==> src/rtl/mot_pkg.sv <==
package mot_pkg;
  typedef enum logic [2:0] {
    ST_HOLD   = 3'd0,
    ST_WAIT   = 3'd1,
    ST_PRE    = 3'd2,
    ST_CHARGE = 3'd3,
    ST_POST   = 3'd4,
    ST_OFF    = 3'd5
  } ctrlState_e;

  typedef enum logic [1:0] {
    SEL_MINON = 2'd0,
    SEL_BLANK = 2'd1,
    SEL_OCOFF = 2'd2
  } phaseSel_e;

  typedef struct packed {
    logic      deadLoad;
    logic      phaseLoad;
    phaseSel_e phaseSel;
  } tmrCmd_t;

  localparam int NUM_FLAGS = 4;
endpackage

==> src/rtl/mot_sync.sv <==
module mot_sync #(
  parameter int STAGES = 2
) (
  input  logic clk,
  input  logic rstN,
  input  logic d,
  output logic q
);
  logic [STAGES-1:0] pipe;

  always_ff @(posedge clk or negedge rstN) begin
    if (!rstN) pipe <= '0;
    else       pipe <= {pipe[STAGES-2:0], d};
  end

  assign q = pipe[STAGES-1];
endmodule

==> src/rtl/mot_timer.sv <==
module mot_timer #(
  parameter int W = 8
) (
  input  logic         clk,
  input  logic         rstN,
  input  logic         load,
  input  logic [W-1:0] loadVal,
  output logic         done
);
  localparam logic [W-1:0] ONE = W'(1);

  logic [W-1:0] count;
  logic [W-1:0] startVal;

  // zero is stretched to a single cycle
  assign startVal = (loadVal == '0) ? ONE : loadVal;

  always_ff @(posedge clk or negedge rstN) begin
    if (!rstN)             count <= '0;
    else if (load)         count <= startVal;
    else if (count > ONE)  count <= count - ONE;
  end

  assign done = (count <= ONE);
endmodule

==> src/rtl/mot_dp.sv <==
module mot_dp
  import mot_pkg::*;
#(
  parameter int CNT_W       = 8,
  parameter int SYNC_STAGES = 2
) (
  input  logic             clk,
  input  logic             rstN,
  input  logic             outLowAsync,
  input  logic             overCurAsync,
  input  logic             uvloAsync,
  input  logic             thermAsync,
  input  logic [CNT_W-1:0] minOnCnt,
  input  logic [CNT_W-1:0] blankCnt,
  input  logic [CNT_W-1:0] ocOffCnt,
  input  logic [CNT_W-1:0] deadCnt,
  input  tmrCmd_t          cmd,
  output logic             outLowS,
  output logic             outLowRise,
  output logic             overCurS,
  output logic             faultS,
  output logic             deadDone,
  output logic             phaseDone
);
  logic [NUM_FLAGS-1:0] rawFlags;
  logic [NUM_FLAGS-1:0] syncFlags;
  logic                 outLowPrev;
  logic [CNT_W-1:0]     phaseVal;

  assign rawFlags = {thermAsync, uvloAsync, overCurAsync, outLowAsync};

  for (genvar i = 0; i < NUM_FLAGS; i++) begin : g_sync
    mot_sync #(.STAGES(SYNC_STAGES)) u_sync (
      .clk (clk),
      .rstN(rstN),
      .d   (rawFlags[i]),
      .q   (syncFlags[i])
    );
  end

  assign outLowS  = syncFlags[0];
  assign overCurS = syncFlags[1];
  assign faultS   = syncFlags[2] | syncFlags[3];

  always_ff @(posedge clk or negedge rstN) begin
    if (!rstN) outLowPrev <= 1'b0;
    else       outLowPrev <= outLowS;
  end

  assign outLowRise = outLowS & ~outLowPrev;

  always_comb begin
    case (cmd.phaseSel)
      SEL_BLANK: phaseVal = blankCnt;
      SEL_OCOFF: phaseVal = ocOffCnt;
      default:   phaseVal = minOnCnt;
    endcase
  end

  mot_timer #(.W(CNT_W)) u_deadTmr (
    .clk    (clk),
    .rstN   (rstN),
    .load   (cmd.deadLoad),
    .loadVal(deadCnt),
    .done   (deadDone)
  );

  mot_timer #(.W(CNT_W)) u_phaseTmr (
    .clk    (clk),
    .rstN   (rstN),
    .load   (cmd.phaseLoad),
    .loadVal(phaseVal),
    .done   (phaseDone)
  );
endmodule

==> src/rtl/mot_fsm.sv <==
module mot_fsm
  import mot_pkg::*;
(
  input  logic       clk,
  input  logic       rstN,
  input  logic       outLowS,
  input  logic       outLowRise,
  input  logic       overCurS,
  input  logic       faultS,
  input  logic       deadDone,
  input  logic       phaseDone,
  output tmrCmd_t    cmd,
  output logic       hiDrive,
  output logic       loDrive,
  output logic [2:0] stateCode
);
  ctrlState_e state, nextState;
  logic       ocLatched, ocNext;

  always_comb begin
    nextState     = state;
    ocNext        = ocLatched;
    cmd.deadLoad  = 1'b0;
    cmd.phaseLoad = 1'b0;
    cmd.phaseSel  = SEL_MINON;
    if (faultS) begin
      nextState = ST_HOLD;
    end else begin
      case (state)
        ST_HOLD: nextState = ST_WAIT;
        ST_WAIT: begin
          if (outLowRise && !overCurS) begin
            nextState    = ST_PRE;
            cmd.deadLoad = 1'b1;
          end
        end
        ST_PRE: begin
          if (overCurS) begin
            nextState    = ST_POST;
            cmd.deadLoad = 1'b1;
            ocNext       = 1'b1;
          end else if (deadDone) begin
            nextState     = ST_CHARGE;
            cmd.phaseLoad = 1'b1;
            cmd.phaseSel  = SEL_MINON;
          end
        end
        ST_CHARGE: begin
          if (overCurS) begin
            nextState    = ST_POST;
            cmd.deadLoad = 1'b1;
            ocNext       = 1'b1;
          end else if (phaseDone && !outLowS) begin
            nextState    = ST_POST;
            cmd.deadLoad = 1'b1;
            ocNext       = 1'b0;
          end
        end
        ST_POST: begin
          if (deadDone) begin
            nextState     = ST_OFF;
            cmd.phaseLoad = 1'b1;
            cmd.phaseSel  = ocLatched ? SEL_OCOFF : SEL_BLANK;
          end
        end
        ST_OFF: begin
          if (phaseDone) nextState = ST_WAIT;
        end
        default: nextState = ST_HOLD;
      endcase
    end
  end

  always_ff @(posedge clk or negedge rstN) begin
    if (!rstN) begin
      state     <= ST_HOLD;
      ocLatched <= 1'b0;
    end else begin
      state     <= nextState;
      ocLatched <= ocNext;
    end
  end

  assign hiDrive   = (state == ST_CHARGE);
  assign loDrive   = (state == ST_WAIT) || (state == ST_OFF);
  assign stateCode = state;
endmodule

==> src/rtl/mot_switch_ctrl.sv <==
module mot_switch_ctrl
  import mot_pkg::*;
#(
  parameter int CNT_W       = 8,
  parameter int SYNC_STAGES = 2
) (
  input  logic             clk,
  input  logic             rstN,
  input  logic             outLowAsync,
  input  logic             overCurAsync,
  input  logic             uvloAsync,
  input  logic             thermAsync,
  input  logic [CNT_W-1:0] minOnCnt,
  input  logic [CNT_W-1:0] blankCnt,
  input  logic [CNT_W-1:0] ocOffCnt,
  input  logic [CNT_W-1:0] deadCnt,
  output logic             hiDrive,
  output logic             loDrive,
  output logic [2:0]       ctrlState
);
  tmrCmd_t cmd;
  logic    outLowS, outLowRise, overCurS, faultS, deadDone, phaseDone;

  mot_dp #(.CNT_W(CNT_W), .SYNC_STAGES(SYNC_STAGES)) u_dp (
    .clk         (clk),
    .rstN        (rstN),
    .outLowAsync (outLowAsync),
    .overCurAsync(overCurAsync),
    .uvloAsync   (uvloAsync),
    .thermAsync  (thermAsync),
    .minOnCnt    (minOnCnt),
    .blankCnt    (blankCnt),
    .ocOffCnt    (ocOffCnt),
    .deadCnt     (deadCnt),
    .cmd         (cmd),
    .outLowS     (outLowS),
    .outLowRise  (outLowRise),
    .overCurS    (overCurS),
    .faultS      (faultS),
    .deadDone    (deadDone),
    .phaseDone   (phaseDone)
  );

  mot_fsm u_fsm (
    .clk       (clk),
    .rstN      (rstN),
    .outLowS   (outLowS),
    .outLowRise(outLowRise),
    .overCurS  (overCurS),
    .faultS    (faultS),
    .deadDone  (deadDone),
    .phaseDone (phaseDone),
    .cmd       (cmd),
    .hiDrive   (hiDrive),
    .loDrive   (loDrive),
    .stateCode (ctrlState)
  );
endmodule

==> config.mk <==
export PLATFORM = sky130hd
export DESIGN_NAME = mot_switch_ctrl
export DESIGN_NICKNAME = d
export VERILOG_FILES = /design/src/rtl/mot_pkg.sv /design/src/rtl/mot_sync.sv /design/src/rtl/mot_timer.sv /design/src/rtl/mot_dp.sv /design/src/rtl/mot_fsm.sv /design/src/rtl/mot_switch_ctrl.sv
export SDC_FILE = /design/constraint.sdc
export NUM_CORES = 1
export LEC_CHECK = 0
export CAP_MARGIN = 0
export CORE_MARGIN = 5
export CORE_UTILIZATION = 54
export DETAILED_ROUTE_END_ITERATION = 7
export GPL_TIMING_DRIVEN = 0
export PLACE_DENSITY_LB_ADDON = 0.12
export SLEW_MARGIN = 20
export SYNTH_ARGS = -nofsm -noshare
export SYNTH_HDL_FRONTEND = slang
export SYNTH_SLANG_ARGS = --single-unit
export TNS_END_PERCENT = 10
==> constraint.sdc <==
create_clock -name clk -period 8.34 [get_ports clk]
set_input_delay 1.668 -clock clk [delete_from_list [all_inputs] [get_ports clk]]
set_output_delay 1.668 -clock clk [all_outputs]
set_load 0.005 [all_outputs]
Word level (Yosys, flattened, before mapping)
Index checks and enable logic that the tools add are counted.

Flip-flop bits (word level): 29. Bits in latches: 0. Memory bits (writable): 0. ROM bits: 0. Word-level logic and storage cells: 77. Memories kept: 0.

$add $sub $neg: 2. $mul: 0. Div/mod/pow operators: 0. $lt $le $gt $ge: 4. Equal/unequal tests: 14. Shift operators: 0. Muxes and demuxes: 31. Bitwise gates (word level): 4. Reductions and logical operators: 13.

Operators by type and width (number): 8-bit two-way mux (6); 3-bit two-way mux (11); 3-bit one-hot mux with 6 select lines (1); 8-bit by 1-bit greater-than comparator with 1-bit output (second input constant) (2); 8-bit by 1-bit less-or-equal comparator with 1-bit output (second input constant) (2); 8-bit zero test (2); 8-bit one-hot mux with 2 select lines (1); 8-bit by 1-bit subtractor with 8-bit output (second input constant) (2); 1-bit two-way mux (7); 3-bit by 2-bit equality test with 1-bit output (second input constant) (2); 3-bit equality test (second input constant) (2); 3-bit by 2-bit != test with 1-bit output (second input constant) (2); 3-bit one-hot mux with 2 select lines (1); 2-bit nonzero test (3); 5-bit AND reduction (1); 4-bit two-way mux (1); 4-bit by 1-bit != test with 1-bit output (second input constant) (1); 4-bit != test (second input constant) (1); 4-bit AND reduction (1); 3-bit by 1-bit equality test with 1-bit output (second input constant) (1); 3-bit zero test (1); 3-bit by 1-bit != test with 1-bit output (second input constant) (1); 3-bit != test (second input constant) (1); 1-bit one-hot mux with 3 select lines (1); 11 further kinds (14).

Logic depth before layout (Yosys ltp)
Gate-level depths: netlist of the first run.

Word-level depth: 11. Depth in mapped cells: 14.

Modules after synthesis
Synthesis of the first run repeated with hierarchy kept, for this count alone.

Cell total of the unflattened synthesis: 212. Area total of the unflattened synthesis: 1963.1 µm².

By module, submodules not included: mot_timer (instances 2, cells an instance 61, area each 559.3 µm², seq. area each 200.2 µm²); mot_fsm (instances 1, cells an instance 48, area each 414.1 µm², seq. area each 100.1 µm²); mot_dp (instances 1, cells an instance 34, area each 230.2 µm², seq. area each 25.0 µm²); mot_sync (instances 4, cells an instance 2, area each 50.0 µm², seq. area each 50.0 µm²).

Least setup slack after synthesis of the first run
No wires, ideal clock.

Path type: register to register. Start: reg u_dp.u_deadTmr.count[5]. End: reg u_dp.u_phaseTmr.count[0]. Setup time: 0.082 ns. Arrival time: 3.119 ns. Required time: 8.258 ns. Slack: 5.139 ns. Cell stages (with the launch flop): 12. Path buffers: 1. Period minus slack after synthesis: 3.201 ns. Cell sequence: dfrtp_1 -> or4_1 -> nor4_4 -> inv_1 -> nor4_1 -> nand2_1 -> ha_1 -> clkbuf_1 -> o21ai_0 -> nor4_1 -> nand4_1 -> a31oi_1.

Cells in the longest elaborated chain, start to end: 9.

Ends and longest elaborated chain: start, declared (RTL line mot_timer.sv:12) `logic [W-1:0] count;`; start signal, assigned (RTL line mot_timer.sv:20) `else if (load) count <= startVal;`; start signal, assigned (RTL line mot_timer.sv:21) `else if (count > ONE) count <= count - ONE;`; 8-bit by 1-bit less-or-equal comparator with 1-bit output * (RTL line mot_timer.sv:24) `assign done = (count <= ONE);`; 3-bit two-way mux (RTL line mot_fsm.sv:60) `if (deadDone) begin`; 3-bit one-hot mux with 2 select lines * (RTL line mot_fsm.sv:29) `case (state)`; 4-bit two-way mux * (RTL line mot_fsm.sv:26) `if (faultS) begin`; 2-bit equality test / 2-bit by 1-bit equality test with 1-bit output (equally long branches) (RTL line mot_dp.sv:53) `case (cmd.phaseSel)`; 8-bit one-hot mux with 2 select lines (RTL line mot_dp.sv:53); 8-bit zero test (RTL line mot_timer.sv:16) `assign startVal = (loadVal == '0) ? ONE : loadVal;`; 8-bit two-way mux (RTL line mot_timer.sv:16); 8-bit two-way mux (RTL line mot_timer.sv:20); end signal, assigned (RTL line mot_timer.sv:20); end signal, assigned (RTL line mot_timer.sv:21); end, declared (RTL line mot_timer.sv:12).

Mark *: on every way between the ends. The rest lies on a longest branch, timed or not. A chain may end at the register's enable or synchronous reset.

Worst setup path after layout of the first run
Ends and elaborated chain as after synthesis.

==> impl_metrics.json, run 1 <==
{
  "syn-cell-area_um2": 1830,
  "num_vias": 1596,
  "synth_cell_types": 42,
  "finalSetupTns_ns": 0,
  "dpl_worst_slack_ns": 4.59,
  "gp_congestion": 0.910,
  "post_route_cells_drive_above_1_share": 0.113,
  "post_cts_resized": 0,
  "fmax_ghz": 0.264,
  "rsz0062_at_grt": "no",
  "die_w_um": 68.2,
  "clock_sink_count": 29,
  "ant_nets": 0,
  "io-pin-count": 43,
  "layout_common_cells": "sky130_fd_sc_hd__clkdlybuf4s50_1 (41), sky130_fd_sc_hd__dfrtp_1 (29), sky130_fd_sc_hd__nor2_1 (20), sky130_fd_sc_hd__nand2_1 (13)",
  "core-area_um2": 3310,
  "cts_tree": "built",
  "leakage_nw": 0.944,
  "path_delay_family": "simple AND/OR/NAND/NOR gates",
  "port_buffers": 42,
  "critPathSlowestCell": "sky130_fd_sc_hd__or4_1",
  "timing.critical_path.slowest_cell_delay_ns": 0.61,
  "non_filler_instances": 293,
  "drc": 0,
  "post-place-cells": 285,
  "final-seq-area_um2": 726,
  "min-delay-path-class": "reg2reg",
  "synth.area.mux_share": 0.0827,
  "synth_compound_gate_area_share": 0.179,
  "final_design_area_no_fill_um2": 2390,
  "clock-root-buffer": "sky130_fd_sc_hd__clkbuf_4",
  "critical_path_class": "reg2reg",
  "drt-initial-drc-count": 155,
  "synth-seq-cells": 29,
  "synth_fp_nets": 241,
  "final_common_cell": "sky130_fd_sc_hd__clkdlybuf4s50_1",
  "synthCells": 197,
  "rows": 21,
  "timing.critical_path.from_type": "flip-flop",
  "first_global_vias": 1473,
  "n_antenna_cell": 0,
  "worstPathMaxFanout": 10,
  "synth_top_family_by_area": "simple AND/OR/NAND/NOR gates",
  "clk_pin_slew_ns": 0.10,
  "postCtsSetupBuffers": 0,
  "floorplan.die.height_um": 68.2,
  "syn_area_per_cell_um2": 9.30,
  "critical_path.most_common_cell": "sky130_fd_sc_hd__nor4_1",
  "synth-edff-count": 0,
  "worst_setup_path_end_kind": "flip-flop",
  "detailedRoute.firstPassIterationCount": 5,
  "timing_worst_slew_pin_value_ns": 0.668,
  "post_synth_xor_area_fraction": 0.0335,
  "dp_hpwl_mm": 3.06,
  "grt.overflow.total": 0,
  "multiInputGateArea_um2": 1030,
  "synthesis.yosys.warnings": 0,
  "cts-hold-fix-buffers": 0,
  "synth-main-ff-cell": "sky130_fd_sc_hd__dfrtp_1",
  "required_arrival_time_at_the_worst_endpoint_ns": 8.60,
  "initial_standard_cell_utilization_of_the_core": 0.553,
  "final.period_utilization": 0.454,
  "synth_sequential_area_ratio": 0.396,
  "grt_pass1_wl_mm": 6.51,
  "design.die.area_um2": 4660,
  "crit_chain": "or4_1 > nor4_4 > inv_1 > nor4_1 > nand2_1 > ha_1 > clkbuf_1 > o21ai_0 > nor4_1 > nand4_1 > a31oi_1",
  "timing.final.setup_violations": 0,
  "crit_buf_inv": 2,
  "clock_path_buffers": 2,
  "numCtsBuffers": 5,
  "max_cap_viol_count": 0,
  "area_growth_syn_to_layout_pct": 30.4,
  "timing.slew.headroom": 0.554,
  "final_util": 0.721,
  "synth-async-reset-ratio": 1.00,
  "placement.cell_area_um2": 2300,
  "final.setup_skew_ns": 0.00495,
  "nNetsFinal": 290,
  "clock_latency_ns": 0.33,
  "pin_count_of_the_biggest_net_entering_global_routing": 30,
  "synth-simple-area-share": 0.224,
  "synthAdderAreaFrac": 0.0410,
  "postLayoutSetupSlackWorst_ns": 4.55,
  "pwr_dens_nw_per_um2": 244,
  "routed_via_density": 5.45,
  "antenna_found_initial": 0,
  "final_hold_violation_count": 0,
  "timing.final.max_slew_violations": 0,
  "filler_cell_count": 269,
  "cts.htree.levels": 2,
  "critical_path_arrival_ns": 4.04,
  "route.final.wire_length_mm": 3.88,
  "groute.usage.overall": 0.187,
  "status": "complete, no violations",
  "timing.final.crit_period_ns": 3.79,
  "vdd_drop_max_uv": 160,
  "detail_route.wl_per_cell_um": 13.2
}
[path summary, 6_finish.rpt]
kind,slack (ns),start,to,cells past startpoint
max,4.55,u_dp.u_deadTmr.count[5],u_dp.u_phaseTmr.count[0],11
min,0.36,u_dp.g_sync[0].u_sync.pipe[0],u_dp.g_sync[0].u_sync.pipe[1],0
max reg2reg,4.55,u_dp.u_deadTmr.count[5],u_dp.u_phaseTmr.count[0],11
min reg2reg,0.36,u_dp.g_sync[0].u_sync.pipe[0],u_dp.g_sync[0].u_sync.pipe[1],0
max in group asynchronous,6.59,rstN,u_dp.u_deadTmr.count[7],1
min in group asynchronous,1.34,rstN,u_dp.u_phaseTmr.count[2],1
[Yosys cell counts, types with 3 or more instances]
| library cell | number | area share |
|---|---|---|
| sky130_fd_sc_hd__nor3_1 | 8 | 0.022 |
| sky130_fd_sc_hd__mux2i_1 | 5 | 0.027 |
| sky130_fd_sc_hd__nor2b_1 | 3 | 0.010 |
| sky130_fd_sc_hd__nand2b_1 | 4 | 0.014 |
| sky130_fd_sc_hd__a31oi_1 | 3 | 0.010 |
| sky130_fd_sc_hd__dfrtp_1 | 29 | 0.40 |
| sky130_fd_sc_hd__nor4_1 | 5 | 0.017 |
| sky130_fd_sc_hd__mux2_2 | 9 | 0.055 |
| sky130_fd_sc_hd__ha_1 | 6 | 0.041 |
| sky130_fd_sc_hd__xnor2_1 | 6 | 0.029 |
| sky130_fd_sc_hd__nand2_1 | 13 | 0.027 |
| sky130_fd_sc_hd__a22oi_1 | 9 | 0.037 |
| sky130_fd_sc_hd__inv_1 | 12 | 0.025 |
| sky130_fd_sc_hd__clkbuf_1 | 8 | 0.016 |
| sky130_fd_sc_hd__nor2_1 | 20 | 0.041 |
| sky130_fd_sc_hd__a21oi_1 | 12 | 0.033 |
| sky130_fd_sc_hd__o21ai_0 | 12 | 0.033 |
[metal layers]
metal / global-route usage / share of wire / vias up
met5: 0 / 0 / -
met1: 0.223 / 0.43 / 732
li1: - / - / 813
met4: 0.0695 / 0.014 / 0
met3: 0.0443 / 0.055 / 4
met2: 0.325 / 0.50 / 47
[registers in the layout, indices dropped and copies added (netlist names)]
signal                   cells
u_fsm.ocLatched              1
u_dp.u_phaseTmr.count        8
u_dp.g_sync.u_sync.pipe      8
u_dp.u_deadTmr.count         8
u_fsm.stateCode              3
u_dp.outLowPrev              1
[area by class of cell]
type,instances,area share
clock buffer,5,0.0157
tap,46,0.0241
buffer,9,0.0147
timing repair buffer,42,0.174
sequential,29,0.304
clock inverter,3,0.0194
inverter,12,0.0189
multi-input combinational,147,0.430
[through the flow]
stage	hold WS, ns	power, mW
floorplan	0.331	0.405
global placement	0.334	0.460
detailed placement	0.335	0.467
CTS	0.358	0.588
global route	0.375	0.628
finish	0.356	0.583
[cells by family after synthesis]
kind of cell | Yosys count
AND/OR/NAND/NOR | 72
AO/OA/AOI/OAI | 48
flip-flops | 29
buffers and inverters | 21
multiplexers | 14
XOR/XNOR | 7
adder cells (fa/ha/maj) | 6
[power breakdown]
part	total, mW	internal, mW	switching [mW]
registers	0.211	0.176	0.0344
logic	0.255	0.137	0.118
clock network	0.117	0.0634	0.0536
total	0.583	0.377	0.206
No activity file was read; power rests on OpenSTA's default activity.
==> run 2: changes to the inputs <==
- CORE_UTILIZATION: 54 -> 50
- clock period: 8.34 -> 3.8 ns (I/O delays scaled with it)
==> impl_metrics.json, run 2 (synthesis gave the netlist of run 1 again) <==
{
  "status": "complete, no violations",
  "clock_sink_count": 29,
  "critical_path_arrival_ns": 3.64,
  "drc": 0,
  "dpl_worst_slack_ns": -0.0284,
  "critical_path_class": "reg2reg",
  "fmax_ghz": 0.291,
  "num_vias": 1609,
  "clock-root-buffer": "sky130_fd_sc_hd__clkbuf_8",
  "multiInputGateArea_um2": 1030,
  "area_growth_syn_to_layout_pct": 33.8,
  "port_buffers": 42,
  "worst_setup_path_end_kind": "flip-flop",
  "final.setup_skew_ns": 0.00453,
  "postLayoutSetupSlackWorst_ns": 0.365,
  "grt.met1_usage": 0.214,
  "gr-usage-met2": 0.267,
  "clock_latency_ns": 0.28,
  "core-area_um2": 3610,
  "global_route.usage.met3": 0.0547,
  "grt_pass1_wl_mm": 6.80,
  "clk_pin_slew_ns": 0.07,
  "groute.usage.overall": 0.168,
  "rsz0062_at_grt": "no",
  "final.period_utilization": 0.904,
  "timing.slew.headroom": 0.561,
  "first_global_vias": 1543,
  "numCtsBuffers": 5,
  "max_cap_viol_count": 0,
  "pin_count_of_the_biggest_net_entering_global_routing": 30,
  "cts.htree.levels": 2,
  "worstPathMaxFanout": 10,
  "cts_tree": "built",
  "vdd_drop_max_uv": 436,
  "detail_route.wl_per_cell_um": 13.3,
  "final_hold_violation_count": 0,
  "filler_cell_count": 288,
  "globalRoute.busiestLayer": "met2",
  "route.final.wire_length_mm": 3.98,
  "pwr_dens_nw_per_um2": 548,
  "design.die.area_um2": 4970,
  "final_common_cell": "sky130_fd_sc_hd__clkdlybuf4s50_1",
  "grt.overflow.total": 0,
  "initial_standard_cell_utilization_of_the_core": 0.508,
  "rows": 22,
  "dp_hpwl_mm": 3.02,
  "timing.final.setup_violations": 0,
  "post_route_cells_drive_above_1_share": 0.128,
  "antenna_found_initial": 0,
  "non_filler_instances": 298,
  "ant_nets": 0,
  "timing.final.max_slew_violations": 0,
  "routed_via_density": 5.40,
  "gp_congestion": 0.901,
  "timing_worst_slew_pin_value_ns": 0.659,
  "final-seq-area_um2": 726,
  "min-delay-path-class": "reg2reg",
  "die_w_um": 70.5,
  "timing.final.crit_period_ns": 3.44,
  "nNetsFinal": 293,
  "registers_with_the_most_flip_flops": "u_dp.g_sync.u_sync.pipe: 8 flops, u_dp.u_deadTmr.count: 8 flops, u_dp.u_phaseTmr.count: 8 flops",
  "n_antenna_cell": 0,
  "leakage_nw": 0.974,
  "layout_common_cells": "sky130_fd_sc_hd__clkdlybuf4s50_1 (41), sky130_fd_sc_hd__dfrtp_1 (29), sky130_fd_sc_hd__nor2_1 (20), sky130_fd_sc_hd__nand2_1 (13)",
  "required_arrival_time_at_the_worst_endpoint_ns": 4.00,
  "clock_path_buffers": 2,
  "detailedRoute.firstPassIterationCount": 4,
  "timing.critical_path.from_type": "flip-flop",
  "io-pin-count": 43,
  "post-place-cells": 287,
  "drt-initial-drc-count": 97,
  "floorplan.die.height_um": 70.5
}
-- run 2: cell type report --
cell class / count / area share
clock inverters: 3 / 0.0189
multi-input cells: 147 / 0.421
clock buffers: 5 / 0.0281
well taps: 48 / 0.0245
flip-flops and latches: 29 / 0.296
inverters: 12 / 0.0184
repair buffers: 45 / 0.179
plain buffers: 9 / 0.0143
-- run 2: worst max-delay path: stages (launching register included) --
cell and delay [ns]:
sky130_fd_sc_hd__dfrtp_1 0.39, sky130_fd_sc_hd__or4_1 0.61, sky130_fd_sc_hd__nor4_4 0.16, sky130_fd_sc_hd__buf_4 0.19, sky130_fd_sc_hd__inv_1 0.07, sky130_fd_sc_hd__nor4_2 0.36
sky130_fd_sc_hd__nand2_1 0.11, sky130_fd_sc_hd__ha_1 0.38, sky130_fd_sc_hd__clkbuf_1 0.32, sky130_fd_sc_hd__o21ai_0 0.19, sky130_fd_sc_hd__nor4_1 0.25, sky130_fd_sc_hd__nand4_1 0.15
sky130_fd_sc_hd__a31oi_1 0.19
-- run 2: worst paths after layout --
check,start,end,slack [ns],depth (start not counted)
setup / recovery,u_dp.u_deadTmr.count[5],u_dp.u_phaseTmr.count[0],0.36,12
hold / removal,u_dp.g_sync[3].u_sync.pipe[0],u_dp.g_sync[3].u_sync.pipe[1],0.35,0
setup reg to reg,u_dp.u_deadTmr.count[5],u_dp.u_phaseTmr.count[0],0.36,12
hold reg to reg,u_dp.g_sync[3].u_sync.pipe[0],u_dp.g_sync[3].u_sync.pipe[1],0.35,0
max in group asynchronous,rstN,u_dp.u_phaseTmr.count[6],2.89,1
min in group asynchronous,rstN,u_dp.u_deadTmr.count[6],0.49,1
-- run 2: power breakdown --
group | switching [mW] | internal, mW | total [mW]
clock | 0.127 | 0.196 | 0.323
sequential | 0.0739 | 0.388 | 0.461
combinational | 0.250 | 0.308 | 0.558
-- run 2: per-layer routing --
layer | vias up | share of wire
met5 | - | 0
met4 | 0 | 0.013
met3 | 6 | 0.076
met2 | 63 | 0.45
met1 | 721 | 0.46
li1 | 819 | -
-- run 2: repair_timing --
item / CTS / global route
setup buffers: 0 / 3
endpoints found under the setup margin: 1 / 1
hold buffers: 0 / 0
pin swaps: 0 / 1
gates resized for setup: 1 / 0
-- run 2: per-stage QoR --
step	TNS [ns]	hold WS (ns)	utilization	instance area [um^2]	power, mW
3_5_place_dp	-0.0284	0.337	0.640	2310	1.02
5_1_grt	0	0.359	0.680	2450	1.44
6_report	0	0.351	0.680	2450	1.34
4_1_cts	0	0.352	0.673	2430	1.35
2_1_floorplan	0	0.331	-	1830	0.888
3_3_place_gp	-0.0105	0.332	0.641	2310	1.01
